===== src/rtl/rstc_pkg.sv =====
package rstc_pkg;

    // Bit positions inside the cause register
    localparam int CAUSE_PWR = 0;
    localparam int CAUSE_EXT = 1;
    localparam int CAUSE_WDT = 2;
    localparam int CAUSE_BUS = 3;
    localparam int CAUSE_W   = 4;

    typedef struct packed {
        logic bus;
        logic wdt;
        logic ext;
        logic pwr;
    } cause_t;

    // Source requests feeding the core hold path
    typedef struct packed {
        logic ext_hold;
        logic wdt_pulse;
        logic bus_hold;
    } core_req_t;

    // Sticky update: clear first, then new events win
    function automatic cause_t cause_next(cause_t cur, logic [CAUSE_W-1:0] clr, cause_t set);
        return cause_t'((cur & ~clr) | set);
    endfunction

    function automatic logic any_req(core_req_t r);
        return r.ext_hold | r.wdt_pulse | r.bus_hold;
    endfunction

endpackage


===== src/rtl/rstc_pin_filter.sv =====
module rstc_pin_filter #(
    parameter int MIN_LOW = 4
) (
    input  logic clk,
    input  logic rst,
    input  logic pin_n,
    output logic hold,
    output logic accept
);
    localparam int CW = $clog2(MIN_LOW + 1);

    logic          sync1, sync2;
    logic [CW-1:0] low_cnt;

    always_ff @(posedge clk) begin
        if (rst) begin
            sync1   <= 1'b1;
            sync2   <= 1'b1;
            low_cnt <= '0;
            hold    <= 1'b0;
            accept  <= 1'b0;
        end else begin
            sync1  <= pin_n;
            sync2  <= sync1;
            accept <= 1'b0;
            if (sync2) begin
                low_cnt <= '0;
                hold    <= 1'b0;
            end else if (!hold) begin
                if (low_cnt == CW'(MIN_LOW - 1)) begin
                    hold   <= 1'b1;
                    accept <= 1'b1;
                end else begin
                    low_cnt <= low_cnt + 1'b1;
                end
            end
        end
    end
endmodule


===== src/rtl/rstc_se0_detect.sv =====
module rstc_se0_detect #(
    parameter int LIMIT = 32
) (
    input  logic clk,
    input  logic rst,
    input  logic dp,
    input  logic dm,
    output logic evt
);
    localparam int CW = $clog2(LIMIT + 1);

    logic [1:0]    sync1, sync2;
    logic [CW-1:0] cnt;
    logic          fired;
    logic          se0;

    assign se0 = (sync2 == 2'b00);

    always_ff @(posedge clk) begin
        if (rst) begin
            sync1 <= 2'b01;
            sync2 <= 2'b01;
            cnt   <= '0;
            fired <= 1'b0;
            evt   <= 1'b0;
        end else begin
            sync1 <= {dp, dm};
            sync2 <= sync1;
            evt   <= 1'b0;
            if (!se0) begin
                cnt   <= '0;
                fired <= 1'b0;
            end else if (!fired) begin
                if (cnt == CW'(LIMIT - 1)) begin
                    fired <= 1'b1;
                    evt   <= 1'b1;
                end else begin
                    cnt <= cnt + 1'b1;
                end
            end
        end
    end
endmodule


===== src/rtl/rstc_pulse.sv =====
module rstc_pulse #(
    parameter int LEN = 24
) (
    input  logic clk,
    input  logic rst,
    input  logic trig,
    output logic active
);
    localparam int CW = $clog2(LEN + 1);

    logic [CW-1:0] left;

    always_ff @(posedge clk) begin
        if (rst)
            left <= '0;
        else if (trig)
            left <= CW'(LEN);
        else if (left != '0)
            left <= left - 1'b1;
    end

    assign active = (left != '0);
endmodule


===== src/rtl/rstc_delay.sv =====
module rstc_delay #(
    parameter int TICK_DIV    = 12,
    parameter int DELAY_W     = 14,
    parameter int DELAY_TICKS = 16383
) (
    input  logic clk,
    input  logic rst,
    input  logic hold,
    output logic busy
);
    localparam int PW = (TICK_DIV > 1) ? $clog2(TICK_DIV) : 1;

    logic [PW-1:0]      pre;
    logic [DELAY_W-1:0] ticks;

    always_ff @(posedge clk) begin
        if (rst || hold) begin
            busy  <= 1'b1;
            pre   <= '0;
            ticks <= '0;
        end else if (busy) begin
            if (pre == PW'(TICK_DIV - 1)) begin
                pre <= '0;
                if (ticks == DELAY_W'(DELAY_TICKS - 1))
                    busy <= 1'b0;
                else
                    ticks <= ticks + 1'b1;
            end else begin
                pre <= pre + 1'b1;
            end
        end
    end
endmodule


===== src/rtl/reset_ctrl.sv =====
module reset_ctrl
    import rstc_pkg::*;
#(
    parameter int TICK_DIV       = 12,
    parameter int DELAY_W        = 14,
    parameter int DELAY_TICKS    = 16383,
    parameter int EXT_MIN_LOW    = 4,
    parameter int LS_BIT_CLKS    = 8,
    parameter int SE0_BITS       = 4,
    parameter int BUS_PULSE_CLKS = 24
) (
    input  logic                clk,
    input  logic                por,
    input  logic                ext_rst_n,
    input  logic                wdt_timeout,
    input  logic                usb_dp,
    input  logic                usb_dm,
    input  logic                bus_sep_en,
    input  logic                bus_irq_mask,
    input  logic [CAUSE_W-1:0]  cause_clr,
    output logic                core_rst,
    output logic                usb_rst,
    output logic                bus_irq,
    output logic [CAUSE_W-1:0]  cause
);
    localparam int SE0_CLKS = LS_BIT_CLKS * SE0_BITS;

    logic      ext_hold, ext_accept;
    logic      bus_evt, pulse_on, delay_busy;
    core_req_t req;
    cause_t    cause_q, cause_set;

    rstc_pin_filter #(.MIN_LOW(EXT_MIN_LOW)) u_pin (
        .clk(clk), .rst(por), .pin_n(ext_rst_n), .hold(ext_hold), .accept(ext_accept)
    );

    rstc_se0_detect #(.LIMIT(SE0_CLKS)) u_se0 (
        .clk(clk), .rst(por), .dp(usb_dp), .dm(usb_dm), .evt(bus_evt)
    );

    rstc_pulse #(.LEN(BUS_PULSE_CLKS)) u_pulse (
        .clk(clk), .rst(por), .trig(bus_evt), .active(pulse_on)
    );

    always_comb begin
        req.ext_hold  = ext_hold;
        req.wdt_pulse = wdt_timeout;
        req.bus_hold  = pulse_on & ~bus_sep_en;
    end

    rstc_delay #(
        .TICK_DIV(TICK_DIV), .DELAY_W(DELAY_W), .DELAY_TICKS(DELAY_TICKS)
    ) u_delay (
        .clk(clk), .rst(por), .hold(any_req(req)), .busy(delay_busy)
    );

    always_comb begin
        cause_set     = '0;
        cause_set.ext = ext_accept;
        cause_set.wdt = wdt_timeout;
        cause_set.bus = bus_evt;
    end

    always_ff @(posedge clk) begin
        if (por) begin
            cause_q     <= '0;
            cause_q.pwr <= 1'b1;
            bus_irq     <= 1'b0;
        end else begin
            cause_q <= cause_next(cause_q, cause_clr, cause_set);
            bus_irq <= bus_evt & bus_sep_en & bus_irq_mask;
        end
    end

    assign core_rst = delay_busy;
    assign usb_rst  = delay_busy | pulse_on;
    assign cause    = cause_q;
endmodule


===== config.mk =====
export PLATFORM = sky130hd
export DESIGN_NAME = reset_ctrl
export DESIGN_NICKNAME = d
export VERILOG_FILES = /design/src/rtl/rstc_pkg.sv /design/src/rtl/rstc_pin_filter.sv /design/src/rtl/rstc_se0_detect.sv /design/src/rtl/rstc_pulse.sv /design/src/rtl/rstc_delay.sv /design/src/rtl/reset_ctrl.sv
export SDC_FILE = /design/constraint.sdc
export NUM_CORES = 1
export LEC_CHECK = 0
export BUFFER_PORTS_ARGS = -buffer_cell sky130_fd_sc_hd__clkbuf_2
export CORE_MARGIN = 3
export CORE_UTILIZATION = 45
export DETAILED_ROUTE_END_ITERATION = 8
export PLACE_DENSITY = 0.75
export SYNTH_ARGS = -nofsm -noshare
export SYNTH_HDL_FRONTEND = slang
export SYNTH_SLANG_ARGS = --single-unit

===== constraint.sdc =====
create_clock -name clk -period 1.75 [get_ports clk]
set_input_delay 0.35 -clock clk [delete_from_list [all_inputs] [get_ports clk]]
set_output_delay 0.35 -clock clk [all_outputs]
set_load 0.05 [all_outputs]

Yosys cells after proc, flatten, opt, wreduce, memory -nomap -nowiden
Index checks and enable logic that the tools add are counted.
{"block": "classes", "add_sub_neg": 5, "n_eq_ne": 4, "n_mux": 10, "n_bitwise": 16, "n_reduce_logical": 12}
{"operator": "$add 14x1->14 const B", "n": 1}
{"operator": "$eq 14x14->1 const B", "n": 1}
{"operator": "$mux 5", "n": 2}
{"operator": "$mux 1", "n": 7}
{"operator": "$not 1->1", "n": 7}
{"operator": "$add 6x1->6 const B", "n": 1}
{"operator": "$eq 6x5->1 const B", "n": 1}
{"operator": "$reduce_or 2->1", "n": 3}
{"operator": "$reduce_or 3->1", "n": 2}
{"operator": "$reduce_bool 5->1", "n": 1}
{"operator": "$sub 5x1->5 const B", "n": 1}
{"operator": "$add 4x1->4 const B", "n": 1}
{"operator": "$and 4x4->4", "n": 1}
{"operator": "$eq 4x4->1 const B", "n": 1}
{"operator": "$mux 4", "n": 1}
{"operator": "$not 4->4", "n": 1}
{"operator": "$or 4x4->4", "n": 1}
{"operator": "$reduce_and 2->1", "n": 2}
{"operator": "$add 3x1->3 const B", "n": 1}
{"operator": "$and 1x1->1", "n": 3}
{"operator": "$eq 3x2->1 const B", "n": 1}
{"operator": "$or 1x1->1", "n": 3}
{"operator": "$reduce_and 3->1", "n": 1}
{"operator": "$logic_not 2->1", "n": 1}
{"operator": "2 further kinds", "n": 2}
{"block": "totals", "ff_bits": 48, "input_bits": 12, "out_inout_bits": 7, "elab_cells": 67}

Depth between registers and ports, before layout
{"block": "depth", "word_depth": 4, "mapped_depth": 7}

Cells and area by module
A second synthesis with hierarchy kept.
{"block": "unflattened", "hier_cells": 234, "hier_area_um2": 2194.6}
{"module": "rstc_delay", "instances": 1, "cells_per_inst": 116, "area_per_inst_um2": 1007.2}
{"module": "rstc_se0_detect", "instances": 1, "cells_per_inst": 46, "area_per_inst_um2": 503.0}
{"module": "rstc_pin_filter", "instances": 1, "cells_per_inst": 25, "area_per_inst_um2": 259.0}
{"module": "rstc_pulse", "instances": 1, "cells_per_inst": 26, "area_per_inst_um2": 239.0}
{"module": "reset_ctrl", "instances": 1, "cells_per_inst": 21, "area_per_inst_um2": 186.4}

Worst setup path after synthesis
OpenSTA, ideal clock, no wires.
{"block": "synth_path", "path_kind": "register to register", "startpoint": "register u_delay.busy", "endpoint": "register u_delay.ticks[12]", "t_arrival_ps": 1861, "slack_ps": -181, "path_stages_with_launch": 7, "n_path_buf": 2, "synth_period_minus_slack_ps": 1931, "cell_sequence": "dfxtp_1 buf_4 and4b_1 buf_2 nand2_4 or4_1 a21oi_1"}
{"block": "synth_via", "elab_chain_cells": 1}
{"element": "from (decl)", "line": "rstc_delay.sv:9", "source": "output logic busy"}
{"element": "from (signal assigned)", "line": "rstc_delay.sv:18", "source": "busy <= 1'b1;"}
{"element": "from (signal assigned)", "line": "rstc_delay.sv:25", "source": "busy <= 1'b0;"}
{"element": "$reduce_and 3->1 (no source line)"}
{"element": "to (signal assigned)", "line": "rstc_delay.sv:27", "source": "ticks <= ticks + 1'b1;"}
{"element": "to (decl)", "line": "rstc_delay.sv:14", "source": "logic [DELAY_W-1:0] ticks;"}
Every way passes these cells.
A chain may end at the register's enable or synchronous reset.

Final worst setup path
{"block": "layout_path", "startpoint": "register u_pulse.left[0]", "endpoint": "output port usb_rst"}
{"block": "layout_via", "elab_chain_cells": 2}
{"element": "from (decl)", "line": "rstc_pulse.sv:11", "source": "logic [CW-1:0] left;"}
{"element": "from (signal assigned)", "line": "rstc_pulse.sv:17", "source": "left <= CW'(LEN);"}
{"element": "from (signal assigned)", "line": "rstc_pulse.sv:19", "source": "left <= left - 1'b1;"}
{"element": "$reduce_bool 5->1", "line": "rstc_pulse.sv:22", "source": "assign active = (left != '0);"}
{"element": "$or 1x1->1", "line": "reset_ctrl.sv:76", "source": "assign usb_rst = delay_busy | pulse_on;"}
{"element": "to (decl)", "line": "reset_ctrl.sv:22", "source": "output logic usb_rst,"}
Every way passes these cells.

==> summary by stage <==
STA
At the pin with the least slew margin, the transition time is 0.515 ns. Dividing the final minimum period by the clock period gives 105%. The worst setup skew after layout is 0.0149 ns.

Setup repair after global routing could not meet its margin everywhere. The final critical-path setup slack is -0.0826 ns. The routed design could run at a clock period as short as 1.83 ns. The max-slew violation count is 0.

The worst relative slew slack is 65.4%. Based on the critical path, the design can be clocked at up to 0.546 GHz. The worst hold slack across all endpoints is 0.222 ns. The total count of hold-check failures in the final report came to 0. Setup violations remaining at the end of the flow were counted as 1.

Hold path
The min-delay analysis places its worst path in the category in2reg. The startpoint identified for the worst hold timing path is usb_dm. The cell depth of the worst min-delay path is 2. For hold timing, the worst endpoint is u_se0.sync1[0].

Clock network
For this design, the CTS-stage hold fixing added 0 buffers. The clock transition at the registers of the reported paths is 0.09 ns. The H-tree generated during clock tree synthesis spans 2 levels.

Counting the buffers created by CTS gives 5. The root buffer cell is clkbuf_8. TritonCTS built the clock tree. The source-to-sink clock delay at the later pin of the worst-skew pair is 0.30 ns. The number of clock sinks seen by CTS is 48. The longest clock path from root to sink contains 2 buffers.

Synth
The number of nets handed over by synthesis was 246. The async set-reset flop share out of synthesis is 0%. The cell count after synthesis came out at 227.

The number of synthesis warnings is 0. In this run, distinct cell masters in the synthesized netlist total 45. The count of state elements after synthesis is 48. The prevailing post-synth register cell is dfxtp_1. A synthesized cell averages 9.27 um2. The post-synthesis instance area is 2100 um2. The count of flip-flops with a built-in enable after synthesis is 0.

Sequential elements use 45.7% of the synthesized area.

Floorplanning
The overall die width is 74.4 um. The initial utilization of the core area, before any placement, comes to 47.4%. The area of the die is 5530 um2. The I/O pin count is 19. The core area is 4440 um2. The floorplan has 24 rows. The die is 74.4 um tall.

Drt
The average wire per cell in the routed design is 12.7 um. For this block, the via count after detailed routing is 1710. The routed design has 4030 um of wire. The first-pass iteration count of the detailed router is 4. The remaining antenna violation count after routing is 0. In this run, the number of DRC markers left after iteration 0 of detailed routing was 55. The vias per cell is 5.38. After detailed routing, the number of remaining DRC violations is 0.

Cells and area
The post-route cell area is 2600 um2. The post-route netlist has 30.8% of its cells at a drive strength greater than 1. Relative to the synthesized area, the layout overhead comes to 23.6%. 0 antenna diodes ended up in the layout. The final layout contains 284 nets. The count of fill cells added during filler insertion is 391. The commonest non-fill, non-tap cell in the layout is dfxtp_1. The top cell types in the final layout, fill and taps aside, are 41 x dfxtp_1, 22 x nor2_1, 20 x buf_4, 17 x clkbuf_2.

GRT
The initial antenna violation count is 0. For this run, the total global-route usage over all layers was measured as 15.8%. The via count of the first global-routing pass is 1578. Global routing finished with a remaining overflow of 0.

Entering global routing, the biggest net connects 23 pins. The wire length of the first global-routing pass is 6870 um.

Worst setup path
STA classifies the critical path startpoint as a flip-flop. The data required time of the worst path is 1.40 ns. The delay contributed by the slowest stage of the critical path is 0.34 ns. Traced cell by cell, the critical path runs through inv_2, ha_4, nor4b_4, or2b_1, buf_8. The nature of the critical path endpoint is a primary output. The data arrival at the endpoint of the critical path is 1.48 ns. The critical path contains buffers and inverters numbering 2 combined. For the worst flop-to-flop path, the logic depth is 8. The type of the worst setup path is reg2out. The worst register-to-register path begins at u_delay.ticks[0]. For this design, the slowest cell found on the critical path is dfxtp_2. The worst register-to-register path ends at u_delay.ticks[1]. The highest fanout seen on the critical path is 2. The setup slack of the worst register-to-register path is 0.03 ns. Broken down by cell family, the worst path's largest delay share belongs to simple AND/OR/NAND/NOR gates.

Power
The largest vdd supply drop is 0.000542 V. The analysis attributes to cell leakage a power of 0.00100 uW. The total power density per cell area is 998 nW/um2.

Placed design
The placer's final routability congestion estimate is 0.820. The post-placement cell area is 2300 um2. In this run the tool buffered the top-level ports with 18 buffer cells.

Detailed placement ended at an HPWL of 2760 um. The worst slack at placement is 0.0800 ns.

Outcome
The final reports fail on negative setup slack. The flow ran to the end, but the final reports show violations.

Flow run
The number of max-cap violations is 0.
logic make-up after synthesis:
group,synth area share (%)
and+or+nand+nor,26.0
DFF,45.7
AOI/OAI and AO/OA,13.4
buffers and inverters,4.52
xor gates and xnor gates,3.33
adders and majority gates,4.16
muxes,2.91
per-stage QoR:
| stage | setup TNS, ns | util, % | total power (uW) | instances |
|---|---|---|---|---|
| after floorplan | 0 | - | 1470 | 227 |
| after global placement | 0 | 51.8 | 1570 | 301 |
| after detailed placement | 0 | 51.8 | 1580 | 301 |
| after CTS | -0.0964 | 55.9 | 2560 | 312 |
| after global routing | -0.299 | 58.5 | 2730 | 318 |
| final | -0.0826 | 58.5 | 2600 | 318 |
how the worst max path moves through the flow:
stage | end | start | cells after the start
after detailed placement | usb_rst | u_pulse.left[0] | 5
after floorplan | usb_rst | u_pulse.left[0] | 4
after global routing | usb_rst | u_pulse.left[1] | 5
final | usb_rst | u_pulse.left[0] | 5
after CTS | usb_rst | u_pulse.left[0] | 5
after global placement | usb_rst | u_pulse.left[0] | 5
routing by layer:
metal	vias to the layer above	routed length [um]	GRT usage [%]	part of all wire (%)
li1	890	-	-	-
met1	800	1760	18.6	44
met2	15	2140	27.5	53
met3	5	89	4.05	2.2
met4	0	45	5.73	1.1
met5	-	0	0	0
timing repair:
item | in CTS | in global routing
pin swaps | 1 | 8
gates resized for setup | 8 | 23
buffers inserted | 3 | 6
cloned | 0 | 0
setup endpoints to repair | 1 | 8
flip-flops by register name, summed over array words and instances, names as in the netlist:
register       count
bus_irq            1
cause              4
u_delay.busy       1
u_delay.pre        4
u_delay.ticks     14
u_pin.accept       1
u_pin.hold         1
u_pin.low_cnt      3
u_pin.sync1        1
u_pin.sync2        1
u_pulse.left       5
u_se0.cnt          6
u_se0.evt          1
u_se0.fired        1
u_se0.sync1        2
u_se0.sync2        2
cell usage after synthesis (2+ instances only):
cell       count  area [um2]
a2111oi_0      2        17.5
a211oi_1       4        30.0
a21o_1         2        15.0
a21oi_1       16        80.1
and4_1         2        17.5
and4b_1        3        30.0
buf_4          2        15.0
buf_6          2        22.5
clkbuf_1       4        15.0
dfxtp_1       48         961
ha_1           7        87.6
inv_1         10        37.5
mux2i_1        5        50.1
nand2_1       15        56.3
nand3_1        7        35.0
nand4_1        4        25.0
nor2_1        23        86.3
nor2b_1        3        18.8
nor3_1         7        35.0
nor4_1         2        12.5
nor4b_1        2        17.5
o21ai_0        8        40.0
o31ai_1        6        45.0
or2_2          4        25.0
or3_1          6        37.5
or3_2          2        15.0
or4_1          6        45.0
xnor2_1        8        70.1
final cells by class:
| type | count | area (um2) | share of cell area [%] |
|---|---|---|---|
| multi-input cells | 160 | 1120 | 43.0 |
| flip-flops and latches | 48 | 975 | 37.5 |
| repair buffers | 40 | 273 | 10.5 |
| clock inverters | 2 | 38.8 | 1.49 |
| inverters | 10 | 37.5 | 1.44 |
| well taps | 52 | 65.1 | 2.50 |
| clock buffers | 6 | 93.8 | 3.61 |
report_power, final:
part / leakage [uW] / switching (uW) / internal [uW] / total [uW]
Sequential: 0.000393 / 46.2 / 1140 / 1190
Combinational: 0.000543 / 224 / 283 / 508
Clock: 0.0000669 / 381 / 518 / 898
Note: power is estimated with default switching activity, not from simulation.
